[src/rtl/irq_pkg.sv]
package irq_pkg;
    localparam int unsigned HALT_POS = 7;
    localparam logic ADDR_STATUS = 1'b0;
    localparam logic ADDR_MASK   = 1'b1;
endpackage

[src/rtl/irq_evt_bank.sv]
module irq_evt_bank #(
    parameter int unsigned EVT_N = 7
) (
    input  logic             clk,
    input  logic             rst_n,
    input  logic [EVT_N-1:0] evt_i,
    input  logic             clr_en_i,
    input  logic [EVT_N-1:0] clr_sel_i,
    output logic [EVT_N-1:0] pend_o
);
    typedef struct packed {
        logic [EVT_N-1:0] pend;
    } bank_t;

    bank_t bank_d, bank_q;
    logic [EVT_N-1:0] keep;

    for (genvar g = 0; g < EVT_N; g++) begin : g_keep
        // a set pulse outranks a clearing write on the same bit
        assign keep[g] = bank_q.pend[g] & ~(clr_en_i & clr_sel_i[g]);
    end

    always_comb begin
        bank_d      = bank_q;
        bank_d.pend = evt_i | keep;
    end

    always_ff @(posedge clk) begin
        if (!rst_n) bank_q <= '0;
        else        bank_q <= bank_d;
    end

    assign pend_o = bank_q.pend;
endmodule

[src/rtl/irq_halt_track.sv]
module irq_halt_track (
    input  logic clk,
    input  logic rst_n,
    input  logic halted_i,
    output logic halt_o
);
    typedef struct packed {
        logic halt;
    } trk_t;

    trk_t trk_d, trk_q;

    always_comb begin
        trk_d      = trk_q;
        trk_d.halt = halted_i;
    end

    always_ff @(posedge clk) begin
        if (!rst_n) trk_q <= '{halt: 1'b1};
        else        trk_q <= trk_d;
    end

    assign halt_o = trk_q.halt;
endmodule

[src/rtl/irq_mask_reg.sv]
module irq_mask_reg #(
    parameter int unsigned W = 8
) (
    input  logic         clk,
    input  logic         rst_n,
    input  logic         wr_en_i,
    input  logic [W-1:0] wdata_i,
    output logic [W-1:0] mask_o
);
    typedef struct packed {
        logic [W-1:0] mask;
    } msk_t;

    msk_t msk_d, msk_q;

    always_comb begin
        msk_d = msk_q;
        if (wr_en_i) msk_d.mask = wdata_i;
    end

    always_ff @(posedge clk) begin
        if (!rst_n) msk_q <= '0;
        else        msk_q <= msk_d;
    end

    assign mask_o = msk_q.mask;
endmodule

[src/rtl/irq_status_unit.sv]
module irq_status_unit #(
    parameter int unsigned STAT_W = 8
) (
    input  logic              clk,
    input  logic              rst_n,
    input  logic [STAT_W-2:0] evt_i,
    input  logic              halted_i,
    input  logic              reg_wr_i,
    input  logic              reg_addr_i,
    input  logic [STAT_W-1:0] reg_wdata_i,
    output logic [STAT_W-1:0] reg_rdata_o,
    output logic              irq_o
);
    import irq_pkg::*;

    localparam int unsigned EVT_N = STAT_W - 1;

    logic              wr_stat, wr_mask;
    logic [EVT_N-1:0]  pend;
    logic              halt_bit;
    logic [STAT_W-1:0] stat_q;
    logic [STAT_W-1:0] mask_q;

    assign wr_stat = reg_wr_i && (reg_addr_i == ADDR_STATUS);
    assign wr_mask = reg_wr_i && (reg_addr_i == ADDR_MASK);

    irq_evt_bank #(.EVT_N(EVT_N)) i_evt (
        .clk       (clk),
        .rst_n     (rst_n),
        .evt_i     (evt_i),
        .clr_en_i  (wr_stat),
        .clr_sel_i (reg_wdata_i[EVT_N-1:0]),
        .pend_o    (pend)
    );

    irq_halt_track i_halt (
        .clk      (clk),
        .rst_n    (rst_n),
        .halted_i (halted_i),
        .halt_o   (halt_bit)
    );

    irq_mask_reg #(.W(STAT_W)) i_mask (
        .clk     (clk),
        .rst_n   (rst_n),
        .wr_en_i (wr_mask),
        .wdata_i (reg_wdata_i),
        .mask_o  (mask_q)
    );

    assign stat_q      = {halt_bit, pend};
    assign reg_rdata_o = (reg_addr_i == ADDR_MASK) ? mask_q : stat_q;
    assign irq_o       = |(stat_q & mask_q);
endmodule

[config.mk]
export PLATFORM = sky130hd
export DESIGN_NAME = irq_status_unit
export DESIGN_NICKNAME = d
export VERILOG_FILES = /design/src/rtl/irq_pkg.sv /design/src/rtl/irq_evt_bank.sv /design/src/rtl/irq_halt_track.sv /design/src/rtl/irq_mask_reg.sv /design/src/rtl/irq_status_unit.sv
export SDC_FILE = /design/constraint.sdc
export NUM_CORES = 1
export LEC_CHECK = 0
export ABC_CLOCK_PERIOD_IN_PS = 2000
export BUFFER_PORTS_ARGS = -buffer_cell sky130_fd_sc_hd__buf_2
export CORE_UTILIZATION = 50
export CTS_BUF_LIST = sky130_fd_sc_hd__clkbuf_16
export CTS_CLUSTER_SIZE = 24
export DETAILED_ROUTE_END_ITERATION = 16
export HOLD_SLACK_MARGIN = 0.15
export PLACE_DENSITY = 0.92
export SYNTH_ARGS = -nofsm -noshare
export SYNTH_HDL_FRONTEND = slang
export SYNTH_SLANG_ARGS = --single-unit
[constraint.sdc]
create_clock -name clk -period 2 [get_ports clk]
set_clock_uncertainty 0.15 [all_clocks]
set_input_delay 0 -clock clk [delete_from_list [all_inputs] [get_ports clk]]
set_output_delay 0 -clock clk [all_outputs]
set_load 0.03 [all_outputs]
==> run metrics <==
status finished clean; CTS max path bufs 2; crit path kind input port to flop; via-per-instance ratio around 5.8; DIE AREA 1740 um2; number of global-route vias before repair 892; die height approximately 42 um; Starting Density between 50% and 60%; Root Buffer clkbuf_16; worst reg2reg setup slack 0.54 ns; sequential share of the synthesized area 40.7%; Core Region 1380 um2; io pins 29; Reg2Reg Depth 3; Tcrit/Tclk final 89.0%; RSZ-0062 raised after global routing no; critical path endpoint i_evt.pend_o[3]$_SDFF_PN0_; Mapped Area 787 um2; GRT overflow 0; max-cap viol count 0; Critical Path RT 1.97 ns; R2R Path End i_mask.mask_o[0]$_SDFFE_PN0P_; Clock Sink Count 16; slew at the pin with the worst max-slew slack 0.442 ns; Final setup viols 0; cts bufs inserted 3; Cell Pwr Density 767 nW/um2; Hold Fails Final Rpt 0; detailed placement HPWL 1200 um; setup_tns 0 ns; largest net degree at the start of global routing 26; Post-Syn Area per Cell 9.84 um2; crit path time final 1.78 ns; Net Count, Synth 100; DP Area 911 um2; IO Port Bufs 28; Post-CTS Setup Bufs 0; fraction of layout instances using a drive strength above 1 29.5%; H-tree depth 1; number of detailed-route iterations in the first pass 4; clk slew on worst S/H paths 0.05 ns; number of inserted diodes 0; CTS tree built; first-pass GRT wire length 3980 um; leakage 0.592 nW; slew margin rel. 70.6%; routability cong. 0.731; Critical Path AT 1.75 ns; vias post-DR 837; chip width 41.7 um; Nets 150; fmax 562 MHz; Routed WL per cell 16.3 um; # rows 13; Peak VDD IR around 0.65 mV; Critical R2R Launch i_mask.mask_o[0]$_SDFFE_PN0P_; Mapped Cells 80; ANT nets after route 0; DR DRC count 0; Final Slew Violations 0; Layout area overhead 52.5%; CP startpoint kind input port; Final Cell Area 1200 um2; Tot GR Track Use 30.6%; hold crit path type input port to flop; Ys Warns 0; initial antenna violation count 0; Critical Path Sink Type flop; Synth Register Bits 16; worst-skew pair later-pin latency approximately 0.24 ns; First DRT Iteration DRCs 26; DRT Wirelength approximately 2300 um; number of distinct library cells after synthesis 18; crit-path max FO 17; CP startpoint reg_wr_i
cell type report:
cell class	instances	area, um2
clock buffer	3	75.1
clock inverter	1	3.75
fill	66	183
inverter	7	26.3
multi-input combinational	53	405
sequential	16	320
tap	15	18.8
timing repair buffer	49	350
registers in the layout, indices dropped and copies added (netlist names):
signal / count
i_halt.halt_o: 1
i_mask.mask_o: 8
i_evt.pend_o: 7
placed cells by master (no fill, tap or decap):
| master | n |
|---|---|
| clkbuf_16 | 3 |
| mux2_4 | 2 |
| a21boi_1 | 7 |
| and2b_4 | 1 |
| dlygate4sd3_1 | 21 |
| and3_1 | 4 |
| a31oi_1 | 7 |
| o21ai_0 | 7 |
| inv_1 | 7 |
| a21boi_0 | 1 |
| o21a_1 | 8 |
| or2b_1 | 1 |
| buf_2 | 28 |
| clkinv_1 | 1 |
| a22oi_1 | 4 |
| and3_2 | 4 |
| nand4_1 | 1 |
| dfxtp_1 | 16 |
| mux2_1 | 6 |
critical path: stages:
cell           delay [ns]
dlygate4sd3_1        0.52
buf_2                0.28
and2b_4              0.27
a31oi_1              0.10
dlygate4sd3_1        0.58
repair_timing:
item / in CTS / in global routing
hold endpoints to repair: 16 / 0
hold buffers: 21 / 0
gates resized for setup: 0 / 0
cell families (layout without fill, tap and decap cells):
family / after synthesis / count (layout) / synth area share (%)
AOI/OAI and AO/OA: 34 / 34 / 29.1
buffers and inverters: 11 / 60 / 7.79
muxes: 8 / 8 / 12.4
DFF: 16 / 16 / 40.7
and+or+nand+nor: 11 / 11 / 10.0
where the power goes:
part | switching (mW) | internal [mW]
combinational | 0.0914 | 0.0876
clock | 0.122 | 0.265
sequential | 0.0146 | 0.339
synthesized netlist by cell type:
| master | instances | share of area, % |
|---|---|---|
| o21a_1 | 8 | 7.6 |
| and2b_4 | 1 | 1.3 |
| a31oi_1 | 7 | 5.6 |
| mux2_1 | 6 | 8.6 |
| dfxtp_1 | 16 | 41 |
| or2b_1 | 1 | 0.95 |
| a21boi_0 | 1 | 0.95 |
| mux2_4 | 2 | 3.8 |
| o21ai_0 | 7 | 4.5 |
| buf_4 | 1 | 0.95 |
| nand4_1 | 1 | 0.80 |
| and3_1 | 4 | 3.2 |
| a21boi_1 | 7 | 6.7 |
| buf_2 | 1 | 0.64 |
| inv_1 | 7 | 3.3 |
| buf_6 | 2 | 2.9 |
| a22oi_1 | 4 | 3.8 |
| and3_2 | 4 | 3.8 |
layer usage:
| layer | vias to the layer above | global-route usage, % | part of all wire, % |
|---|---|---|---|
| met5 | - | 0 | 0 |
| met1 | 391 | 33.3 | 40 |
| li1 | 393 | - | - |
| met4 | 0 | 17.4 | 2.9 |
| met2 | 45 | 55.3 | 53 |
| met3 | 8 | 4.78 | 4.9 |
through the flow:
| step | setup WS [ns] | utilization, % | instances | hold slack [ns] | power, mW |
|---|---|---|---|---|---|
| after floorplan | 1.06 | - | 80 | -0.0536 | 0.450 |
| after global placement | 0.968 | 65.9 | 119 | 0.0277 | 0.488 |
| after detailed placement | 0.923 | 65.9 | 119 | 0.0403 | 0.494 |
| after CTS | 0.277 | 86.8 | 144 | 0.170 | 0.911 |
| after global routing | 0.185 | 86.8 | 144 | 0.246 | 0.947 |
| final | 0.220 | 86.8 | 144 | 0.187 | 0.920 |
worst min path at each step:
stage	start	end	slack (ns)	cells after the start
global route	reg_addr_i	i_mask.mask_o[4]$_SDFFE_PN0P_	0.25	3
finish	reg_addr_i	i_mask.mask_o[6]$_SDFFE_PN0P_	0.19	3
CTS	reg_addr_i	i_mask.mask_o[4]$_SDFFE_PN0P_	0.17	3
global placement	halted_i	i_halt.halt_o$_SDFF_PN1_	0.03	2
detailed placement	halted_i	i_halt.halt_o$_SDFF_PN1_	0.04	2
floorplan	halted_i	i_halt.halt_o$_SDFF_PN1_	-0.05	1
Power figures use the tool's default switching activity.
